$ cat config.mk
export PLATFORM = sky130hd
export DESIGN_NAME = vol_ramp_atten
export DESIGN_NICKNAME = d
export VERILOG_FILES = /design/src/rtl/vol_ramp_pkg.sv /design/src/rtl/vol_ramp_seq.sv /design/src/rtl/vol_gain_lane.sv /design/src/rtl/vol_ramp_atten.sv
export SDC_FILE = /design/constraint.sdc
export NUM_CORES = 2
export LEC_CHECK = 0
export ABC_CLOCK_PERIOD_IN_PS = 17700
export BUFFER_PORTS_ARGS = -buffer_cell sky130_fd_sc_hd__buf_4
export CORE_MARGIN = 1
export CORE_UTILIZATION = 40
export DETAILED_ROUTE_END_ITERATION = 6
export GPL_ROUTABILITY_DRIVEN = 0
export SYNTH_ARGS = -nofsm -noshare
export SYNTH_HDL_FRONTEND = slang
export SYNTH_SLANG_ARGS = --single-unit
$ cat constraint.sdc
create_clock -name clk -period 17.7 [get_ports clk]
set_input_delay 0.885 -clock clk [delete_from_list [all_inputs] [get_ports clk]]
set_output_delay 0.885 -clock clk [all_outputs]
set_load 0.01 [all_outputs]
$ cat src/rtl/vol_ramp_pkg.sv
// Package: shared constants and the per-dB mantissa table for the
// stepped volume ramp. Assumes a 7-bit code where code-121 is the gain in dB.
package vol_ramp_pkg;
    localparam int CODE_W    = 7;
    localparam int MANT_W    = 17;
    localparam int FRAC_W    = 15;
    localparam int OCT_STEPS = 6;
    localparam logic [CODE_W-1:0] CODE_SILENT = 7'h00;
    localparam logic [CODE_W-1:0] CODE_FLOOR  = 7'h15;
    localparam logic [CODE_W-1:0] CODE_LIMIT  = 7'h14;
    localparam logic [CODE_W-1:0] CODE_UNITY  = 7'h79;
    localparam logic [CODE_W-1:0] CODE_TOP    = 7'h7F;

    // Mantissa of 10^(-r/20) in Q1.15 for the r-th dB inside an octave.
    function automatic logic [MANT_W-1:0] step_mant(input logic [2:0] r);
        case (r)
            3'd0:    step_mant = 17'd32768;
            3'd1:    step_mant = 17'd29205;
            3'd2:    step_mant = 17'd26029;
            3'd3:    step_mant = 17'd23198;
            3'd4:    step_mant = 17'd20675;
            default: step_mant = 17'd18427;
        endcase
    endfunction
endpackage

$ cat src/rtl/vol_ramp_seq.sv
// Ramp sequencer: chooses the effective target (mute/sync > fixed level >
// programmed code) and walks the current code one step per dwell interval.
// Assumes sample_stb is a single-cycle pulse per sample period.
module vol_ramp_seq
    import vol_ramp_pkg::*;
#(
    parameter int DWELL_W = 3
) (
    input  logic              clk,
    input  logic              rst_n,
    input  logic              sample_stb,
    input  logic [CODE_W-1:0] target_code,
    input  logic [DWELL_W-1:0] dwell_sel,
    input  logic              mute_req,
    input  logic              sync_lost,
    input  logic              fixed_0db,
    output logic [CODE_W-1:0] cur_code
);
    localparam int CNT_W = 1 << DWELL_W;

    logic [CODE_W-1:0] tgt_raw, tgt;
    logic [CODE_W-1:0] cur_q, next_code;
    logic [CNT_W:0]    cnt_q, cnt_eff, cnt_inc, limit;
    logic              dir_up_q, go_up, go_down, moving;
    logic              past_valid;

    // Effective target selection with silence normalisation.
    always_comb begin
        if (mute_req || sync_lost) tgt_raw = CODE_SILENT;
        else if (fixed_0db)        tgt_raw = CODE_UNITY;
        else                       tgt_raw = target_code;
        tgt = (tgt_raw <= CODE_LIMIT) ? CODE_SILENT : tgt_raw;
    end

    // Direction, dwell limit and the next code one step away.
    always_comb begin
        go_up   = tgt > cur_q;
        go_down = tgt < cur_q;
        moving  = go_up || go_down;
        limit   = (CNT_W+1)'(1) << dwell_sel;
        cnt_eff = (moving && (go_up != dir_up_q)) ? '0 : cnt_q;
        cnt_inc = cnt_eff + 1'b1;
        if (go_up) next_code = (cur_q == CODE_SILENT) ? CODE_FLOOR : cur_q + 1'b1;
        else       next_code = (cur_q == CODE_FLOOR) ? CODE_SILENT : cur_q - 1'b1;
    end

    // Step state: code, dwell counter and last direction, advanced on strobes.
    always_ff @(posedge clk) begin
        if (!rst_n) begin
            cur_q    <= CODE_SILENT;
            cnt_q    <= '0;
            dir_up_q <= 1'b0;
        end else if (sample_stb) begin
            if (!moving) begin
                cnt_q <= '0;
            end else if (cnt_inc >= limit) begin
                cur_q    <= next_code;
                cnt_q    <= '0;
                dir_up_q <= go_up;
            end else begin
                cnt_q    <= cnt_inc;
                dir_up_q <= go_up;
            end
        end
    end

    // Marks cycles whose previous cycle was out of reset.
    always_ff @(posedge clk) begin
        if (!rst_n) past_valid <= 1'b0;
        else        past_valid <= 1'b1;
    end

    assign cur_code = cur_q;

    a_r3_one_step: assert property (@(posedge clk) disable iff (!rst_n)
        (past_valid && cur_q != $past(cur_q)) |->
        (($past(cur_q) == CODE_SILENT && cur_q == CODE_FLOOR) ||
         ($past(cur_q) == CODE_FLOOR && cur_q == CODE_SILENT) ||
         (cur_q == $past(cur_q) + 7'd1) || (cur_q == $past(cur_q) - 7'd1)));

    a_r4_strobe_only: assert property (@(posedge clk) disable iff (!rst_n)
        (past_valid && !$past(sample_stb)) |-> $stable(cur_q));

    a_r3_no_overshoot_up: assert property (@(posedge clk) disable iff (!rst_n)
        (past_valid && $past(cur_q) < $past(tgt)) |-> (cur_q <= $past(tgt)));

    a_r3_no_overshoot_dn: assert property (@(posedge clk) disable iff (!rst_n)
        (past_valid && $past(cur_q) > $past(tgt)) |-> (cur_q >= $past(tgt)));
endmodule

$ cat src/rtl/vol_gain_lane.sv
// One channel of gain: mantissa multiply, arithmetic shift by octave,
// round toward zero and saturate. Registered output, one clock of latency.
// Assumes code is 0x00 or within 0x15..0x7F.
module vol_gain_lane
    import vol_ramp_pkg::*;
#(
    parameter int DATA_W = 18
) (
    input  logic                     clk,
    input  logic                     rst_n,
    input  logic [CODE_W-1:0]        code,
    input  logic signed [DATA_W-1:0] din,
    output logic signed [DATA_W-1:0] dout
);
    localparam int PROD_W = DATA_W + MANT_W + 1;
    localparam logic signed [PROD_W-1:0] MAX_V = PROD_W'((1 << (DATA_W-1)) - 1);
    localparam logic signed [PROD_W-1:0] MIN_V = -PROD_W'(1 << (DATA_W-1));

    logic [CODE_W-1:0]        k, q;
    logic [2:0]               r;
    logic [5:0]               sh;
    logic signed [PROD_W-1:0] prod, bias, shifted;
    logic signed [DATA_W-1:0] sat;
    logic                     past_valid;

    // Octave/step split of the code and the scaled, clamped result.
    always_comb begin
        k       = CODE_TOP - code;
        q       = k / CODE_W'(OCT_STEPS);
        r       = 3'(k % CODE_W'(OCT_STEPS));
        sh      = 6'(FRAC_W - 1) + 6'(q);
        prod    = PROD_W'(din) * $signed({1'b0, step_mant(r)});
        bias    = (prod < 0) ? ((PROD_W'(1) <<< sh) - 1'b1) : '0;
        shifted = (prod + bias) >>> sh;
        if (shifted > MAX_V)      sat = MAX_V[DATA_W-1:0];
        else if (shifted < MIN_V) sat = MIN_V[DATA_W-1:0];
        else                      sat = shifted[DATA_W-1:0];
    end

    // Output register; silence forces zero.
    always_ff @(posedge clk) begin
        if (!rst_n)                   dout <= '0;
        else if (code == CODE_SILENT) dout <= '0;
        else                          dout <= sat;
    end

    // Marks cycles whose previous cycle was out of reset.
    always_ff @(posedge clk) begin
        if (!rst_n) past_valid <= 1'b0;
        else        past_valid <= 1'b1;
    end

    a_r2_silent_zero: assert property (@(posedge clk) disable iff (!rst_n)
        (past_valid && $past(code) == CODE_SILENT) |-> (dout == '0));

    a_r10_sign_kept: assert property (@(posedge clk) disable iff (!rst_n)
        (past_valid && $past(din) >= 0) |-> (dout >= 0));
endmodule

$ cat src/rtl/vol_ramp_atten.sv
// Top: stereo stepped volume ramp. One sequencer drives the shared code;
// a generate loop instantiates one gain lane per channel.
module vol_ramp_atten
    import vol_ramp_pkg::*;
#(
    parameter int DATA_W  = 18,
    parameter int DWELL_W = 3
) (
    input  logic                      clk,
    input  logic                      rst_n,
    input  logic                      sample_stb,
    input  logic [CODE_W-1:0]         target_code,
    input  logic [DWELL_W-1:0]        dwell_sel,
    input  logic                      mute_req,
    input  logic                      sync_lost,
    input  logic                      fixed_0db,
    input  logic signed [DATA_W-1:0]  left_in,
    input  logic signed [DATA_W-1:0]  right_in,
    output logic [CODE_W-1:0]         att_code,
    output logic                      att_silent,
    output logic signed [DATA_W-1:0]  left_out,
    output logic signed [DATA_W-1:0]  right_out
);
    localparam int N_CH = 2;

    logic [CODE_W-1:0]        code_w;
    logic signed [DATA_W-1:0] lane_in  [N_CH];
    logic signed [DATA_W-1:0] lane_out [N_CH];

    vol_ramp_seq #(.DWELL_W(DWELL_W)) seq_i (
        .clk(clk), .rst_n(rst_n), .sample_stb(sample_stb),
        .target_code(target_code), .dwell_sel(dwell_sel),
        .mute_req(mute_req), .sync_lost(sync_lost), .fixed_0db(fixed_0db),
        .cur_code(code_w)
    );

    assign lane_in[0] = left_in;
    assign lane_in[1] = right_in;

    for (genvar ch = 0; ch < N_CH; ch++) begin : g_lane
        vol_gain_lane #(.DATA_W(DATA_W)) lane_i (
            .clk(clk), .rst_n(rst_n), .code(code_w),
            .din(lane_in[ch]), .dout(lane_out[ch])
        );
    end

    assign att_code   = code_w;
    assign att_silent = (code_w == CODE_SILENT);
    assign left_out   = lane_out[0];
    assign right_out  = lane_out[1];
endmodule

# [Word level (Yosys, flattened, before mapping)]
# Cells that the tools add are included.
# W data, S select, Z words.
[op_classes] add_sub_neg=8 mul=2 n_div=2 order_cmp=10 n_eq_ne=6 shifts=4 mux=16 n_bitwise=1 reduce_logical=10
[op_table] operator="$pmux W16 S5" count=1
[op_table] operator="$add A36 B36 Y36" count=2
[op_table] operator="$gt A36 B18 Y1 const B" count=2
[op_table] operator="$lt A36 B1 Y1 const B" count=2
[op_table] operator="$lt A36 B18 Y1 const B" count=2
[op_table] operator="$mux W36" count=2
[op_table] operator="$sshr A36 B6 Y36" count=2
[op_table] operator="$mul A18 B17 Y35" count=2
[op_table] operator="$mux W7" count=6
[op_table] operator="$mux W18" count=2
[op_table] operator="$sshl A1 B6 Y36 const A" count=1
[op_table] operator="$sub A36 B1 Y36 const B" count=1
[op_table] operator="$mux W17" count=2
[op_table] operator="$mux W9" count=3
[op_table] operator="$add A9 B1 Y9 const B" count=1
[op_table] operator="$ge A9 B9 Y1" count=1
[op_table] operator="$shl A1 B3 Y9 const A" count=1
[op_table] operator="$add A7 B1 Y7 const B" count=1
[op_table] operator="$div A7 B3 Y7 const B" count=1
[op_table] operator="$eq A7 B5 Y1 const B" count=1
[op_table] operator="$gt A7 B7 Y1" count=1
[op_table] operator="$le A7 B5 Y1 const B" count=1
[op_table] operator="$logic_not A7 Y1" count=1
[op_table] operator="$lt A7 B7 Y1" count=1
[op_table] operator="other kinds (16)" count=19
[word_totals] register_bits=53 inputBits=52 output_inout_bits=44 elab_cells=66

# [Depth between registers and ports, before layout]
[logic_depth] depth_word=12 depth_mapped=64 mapped_depth_nobuf=56

# [By module]
# A second synthesis with hierarchy kept.
[hier_totals] hier_cells=4404 hier_area_um2=34760.8
[by_module_without_submodules] module="vol_gain_lane (g_lane[1].lane_i)" n_inst=1 cells_each=2119 area_each_um2=16809.9 seq_area_each_um2=360.3
[by_module_without_submodules] module="vol_gain_lane (g_lane[0].lane_i)" n_inst=1 cells_each=2086 area_each_um2=16326.9 seq_area_each_um2=360.3
[by_module_without_submodules] module="vol_ramp_seq" n_inst=1 cells_each=197 area_each_um2=1604.0 seq_area_each_um2=340.3
[by_module_without_submodules] module="vol_ramp_atten" n_inst=1 cells_each=2 area_each_um2=20.0 seq_area_each_um2=0.0

# [Worst setup path before layout]
# OpenSTA, ideal clock, no wires.
[synth_timing] path_type="flip-flop to flip-flop" from="register seq_i.cur_q[4], in the netlist seq_i.cur_code[4]" to="register g_lane[0].lane_i.dout[10]" arrival_time_ps=13951 setup_slack_ps=3619 stages_incl_launch_ff=55 path_buffers=10 period_less_slack_ps=14081 path_cell_list="dfxtp_1 buf_4 nand2b_1 mux2i_1 o21ba_2 nand2b_1 o21ai_0 ha_1 a221o_1 a211oi_1 buf_2 buf_2 buf_2 buf_2 xnor2_1 and2_1 nor2_1 clkbuf_1 [19 not listed] nor2_1 fa_1 a211oi_1 o21ai_1 and4bb_2 o311ai_0 o21ai_0 xor2_1 mux2_2 mux4_2 and2_1 or4b_1 nor4_1 nand4_1 a21o_1 nand3_1 buf_4 o31ai_1"
[synth_via] elab_chain_cells=12
[synth_rtl] element="start, declared" line_no="vol_ramp_seq.sv:22" rtl="logic [CODE_W-1:0] cur_q, next_code;"
[synth_rtl] element="start signal, assigned" line_no="vol_ramp_seq.sv:57" rtl="cur_q <= next_code;"
[synth_rtl] element="$sub A7 B7 Y7" line_no="vol_gain_lane.sv:28" rtl="k = CODE_TOP - code;"
[synth_rtl] element="$mod A7 B3 Y7" line_no="vol_gain_lane.sv:30" rtl="r = 3'(k % CODE_W'(OCT_STEPS));"
[synth_rtl] element="$eq A3 B3 Y1, or another cell as far along" line_no="vol_ramp_pkg.sv:16" rtl="case (r)"
[synth_rtl] element="$pmux W16 S5" line_no="vol_ramp_pkg.sv:16"
[synth_rtl] element="$mul A18 B17 Y35" line_no="vol_gain_lane.sv:32" rtl="prod = PROD_W'(din) * $signed({1'b0, step_mant(r)});"
[synth_rtl] element="$lt A36 B1 Y1" line_no="vol_gain_lane.sv:33" rtl="bias = (prod < 0) ? ((PROD_W'(1) <<< sh) - 1'b1) : '0;"
[synth_rtl] element="$mux W36" line_no="vol_gain_lane.sv:33"
[synth_rtl] element="$add A36 B36 Y36" line_no="vol_gain_lane.sv:34" rtl="shifted = (prod + bias) >>> sh;"
[synth_rtl] element="$sshr A36 B6 Y36" line_no="vol_gain_lane.sv:34"
[synth_rtl] element="$lt A36 B18 Y1" line_no="vol_gain_lane.sv:36" rtl="else if (shifted < MIN_V) sat = MIN_V[DATA_W-1:0];"
[synth_rtl] element="$mux W18" line_no="vol_gain_lane.sv:36"
[synth_rtl] element="$mux W17" line_no="vol_gain_lane.sv:35" rtl="if (shifted > MAX_V) sat = MAX_V[DATA_W-1:0];"
[synth_rtl] element="end signal, assigned" line_no="vol_gain_lane.sv:44" rtl="else dout <= sat;"
[synth_rtl] element="end, declared" line_no="vol_gain_lane.sv:13" rtl="output logic signed [DATA_W-1:0] dout"
# Several ways; a longest one is shown, not always the timed one.
# A chain may end at the register's enable or synchronous reset.

# [Worst setup path in the final report]
[layout_timing] from="register seq_i.cur_q[4], in the netlist seq_i.cur_code[4]" to="register g_lane[1].lane_i.dout[15]"
[layout_via] elab_chain_cells=12
[layout_rtl] element="$sub A7 B7 Y7" line_no="vol_gain_lane.sv:28"
[layout_rtl] element="$mod A7 B3 Y7" line_no="vol_gain_lane.sv:30"
[layout_rtl] element="$eq A3 B3 Y1, or another cell as far along" line_no="vol_ramp_pkg.sv:16"
[layout_rtl] element="$pmux W16 S5" line_no="vol_ramp_pkg.sv:16"
[layout_rtl] element="$mul A18 B17 Y35" line_no="vol_gain_lane.sv:32"
[layout_rtl] element="$lt A36 B1 Y1" line_no="vol_gain_lane.sv:33"
[layout_rtl] element="$mux W36" line_no="vol_gain_lane.sv:33"
[layout_rtl] element="$add A36 B36 Y36" line_no="vol_gain_lane.sv:34"
[layout_rtl] element="$sshr A36 B6 Y36" line_no="vol_gain_lane.sv:34"
[layout_rtl] element="$lt A36 B18 Y1" line_no="vol_gain_lane.sv:36"
[layout_rtl] element="$mux W18" line_no="vol_gain_lane.sv:36"
[layout_rtl] element="$mux W17" line_no="vol_gain_lane.sv:35"
[layout_rtl] element="end signal, assigned" line_no="vol_gain_lane.sv:44"
[layout_rtl] element="end, declared" line_no="vol_gain_lane.sv:13"
# Several ways; a longest one is shown, not always the timed one.

==> qor.yml <==
cap_violations: 0
yosysSeqAreaShare_pct: 3.08
antenna_left: 0
start_util_pct: 40.4
die_y_um: 295
cts_resized: 0
avgSynthCellArea_um2: 7.89
path_max_fanout: 22
syn_inst: 4364
synthesis.area_um2: 34400
synth-edff-count: 0
wl_per_cell_um: 19.8
fin_crit_sh_pct: 93.6
hold_violations: 0
first_pass_iters: 7
synthArstFlopShare_pct: 0
min_path_type: "flip-flop to flip-flop"
synthDistinctLibCells: 105
setup_tns_ns: 0
cts_made_buffers: 5
drv_slew: 0
fmax_ghz: 0.0603
drive_gt1_share_pct: 5.77
grt_pass1_vias: 29400
cts_tree: "done"
slew_headroom_pct: 28.8
grt.total_usage_pct: 24.8
holdBufCountCts: 0
drt-initial-drc-count: 2426
cpMaxStageDelayCell: "fa_1"
period_needed_ns: 16.58
crit_top_cell: "fa_1"
setup_viol: 0
required_ns: 17.82
die_area_um2: 87200
post_cts_buffers: 0
status: "completed"
clock_latency_ns: 0.31
cp_data_arrival_time_ns: 16.69
layout.nets: 5201
synthToLayoutAreaGrowth_pct: 5.38
numPortBuffers: 95
wl_um: 108000
n_antenna_cell: 0
clockBufferDepth: 2
setup.worst_path.start_class: "flip-flop"
synth_ff_type: "dfxtp_1"
grt_antenna_before_repair: 1
rows: 107
end_kind: "flip-flop"
fin_skew_ns: 0.0110
worstSetupPathType: "flip-flop to flip-flop"
grt_overflow: 0
ys_ff_latch: 53
cts_max_level: 2
vias: 30000
rsz0062_at_grt: "false"
io_pins: 96
worst_pin_slew_ns: 1.07
clk_pin_slew_ns: 0.08
coreArea_um2: 85100
die_w_um: 295
max_stage_delay_ns: 0.97
ys_warn_count: 0
drc: 0
grt_max_degree: 73
dpl.hpwl_um: 89300
drt-vias-per-instance: 5.52
cts_root_buf: "clkbuf_16"
clock-sinks: 53
grt_pass1_wl_um: 170000
## worst paths after layout
check	from	end	slack (ns)	depth (start not counted)
setup reg to reg	seq_i.cur_code[4]$_SDFFE_PN0P_	g_lane[1].lane_i.dout[15]$_SDFF_PP0_	1.12	48
hold reg to reg	seq_i.cnt_q[8]$_SDFFE_PN0P_	seq_i.cnt_q[8]$_SDFFE_PN0P_	0.45	2
setup / recovery	seq_i.cur_code[4]$_SDFFE_PN0P_	g_lane[1].lane_i.dout[15]$_SDFF_PP0_	1.12	48
hold / removal	seq_i.cnt_q[8]$_SDFFE_PN0P_	seq_i.cnt_q[8]$_SDFFE_PN0P_	0.45	2
## layout by cell type, fill, tap and decap left out, drive strengths merged, types with 10 or more instances in the layout
cell type,instances
inv,819
fa,586
nand2,461
nor2,291
ha,268
and2,235
a21oi,222
o21ai,183
buf,144
xnor2,99
nor3,79
mux2i,62
nand3,61
a211oi,59
a21o,56
dfxtp,53
o211ai,43
xor2,42
and3,32
nand2b,32
o21a,29
o31ai,29
o21bai,27
nand4,24
nor2b,22
a31oi,21
or3,19
nor4,16
or2,16
mux2,15
o22ai,13
a211o,13
a221o,12
a221oi,12
nor3b,12
a21boi,12
and4,11
a31o,11
o32ai,10
a22oi,10
## metrics by stage
stage	setup WS, ns	hold WS (ns)	util (%)	cells	cell area [µm²]
after floorplan	3.62	0.421	-	4365	34400
after global placement	1.66	0.434	42.4	5432	36100
after detailed placement	1.13	0.439	42.4	5432	36100
after CTS	1.05	0.453	42.6	5440	36300
after global routing	0.0795	0.462	42.6	5440	36300
final	1.12	0.452	42.6	5440	36300
## metal layers
metal  vias up  wire, µm  share of wire (%)  track usage (%)
met2      1074     49600                 46             40.2
li1      14000         -                  -                -
met5         -        13              0.012                0
met4         2      3150                2.9             6.58
met3       161      7280                6.8             2.32
met1     14700     47600                 44             35.3
## cells by family after synthesis
group	after synthesis	share of synthesized area, %
AOI/OAI and AO/OA	850	16.4
xor gates and xnor gates	142	3.67
adders and majority gates	855	43.9
buffers and inverters	1042	11.6
DFF	53	3.08
muxes	79	2.46
other	1	0.0109
and+or+nand+nor	1342	18.9
## state kept, by name (all words and copies together), names as in the netlist
register            count
g_lane.lane_i.dout     36
seq_i.cnt_q             9
seq_i.cur_code          7
seq_i.dir_up_q          1
## cells in the mapped netlist, types with 29 or more instances
| master | number | area share (%) |
|---|---|---|
| a211oi_1 | 57 | 1.2 |
| clkbuf_1 | 162 | 1.8 |
| dfxtp_1 | 53 | 3.1 |
| and3_1 | 32 | 0.58 |
| o21a_1 | 29 | 0.63 |
| ha_1 | 268 | 9.7 |
| and2_1 | 232 | 4.2 |
| o21ai_0 | 167 | 2.4 |
| o211ai_1 | 43 | 0.94 |
| mux2i_1 | 61 | 1.8 |
| xnor2_1 | 99 | 2.5 |
| fa_1 | 586 | 34 |
| nand2_1 | 460 | 5.0 |
| nand2b_1 | 32 | 0.58 |
| xor2_1 | 41 | 1.0 |
| nand3_1 | 61 | 0.89 |
| nor2_1 | 289 | 3.2 |
| inv_1 | 816 | 8.9 |
| nor3_1 | 78 | 1.1 |
| a21o_1 | 56 | 1.2 |
| a21oi_1 | 219 | 3.2 |
## layout make-up
type                       count  area, µm²
clock buffer                   6        139
clock inverter                 2       37.5
fill                        8764      48900
inverter                     821       3080
multi-input combinational   3270      29400
sequential                    53       1060
tap                         1144       1430
timing repair buffer         144       1080
## worst max-delay path: cells and delay by family, from the launching register on
family	cells	cell delay, ns
AO/OA/AOI/OAI	20	5.17
adder cells (fa/ha/maj)	10	4.95
AND/OR/NAND/NOR	10	3.68
buffers and inverters	6	1.33
flip-flops	1	0.78
multiplexers	1	0.31
XOR/XNOR	1	0.13
Power is not shown: default switching activity piles up to over one toggle a cycle in this logic, so the estimate is an artifact.
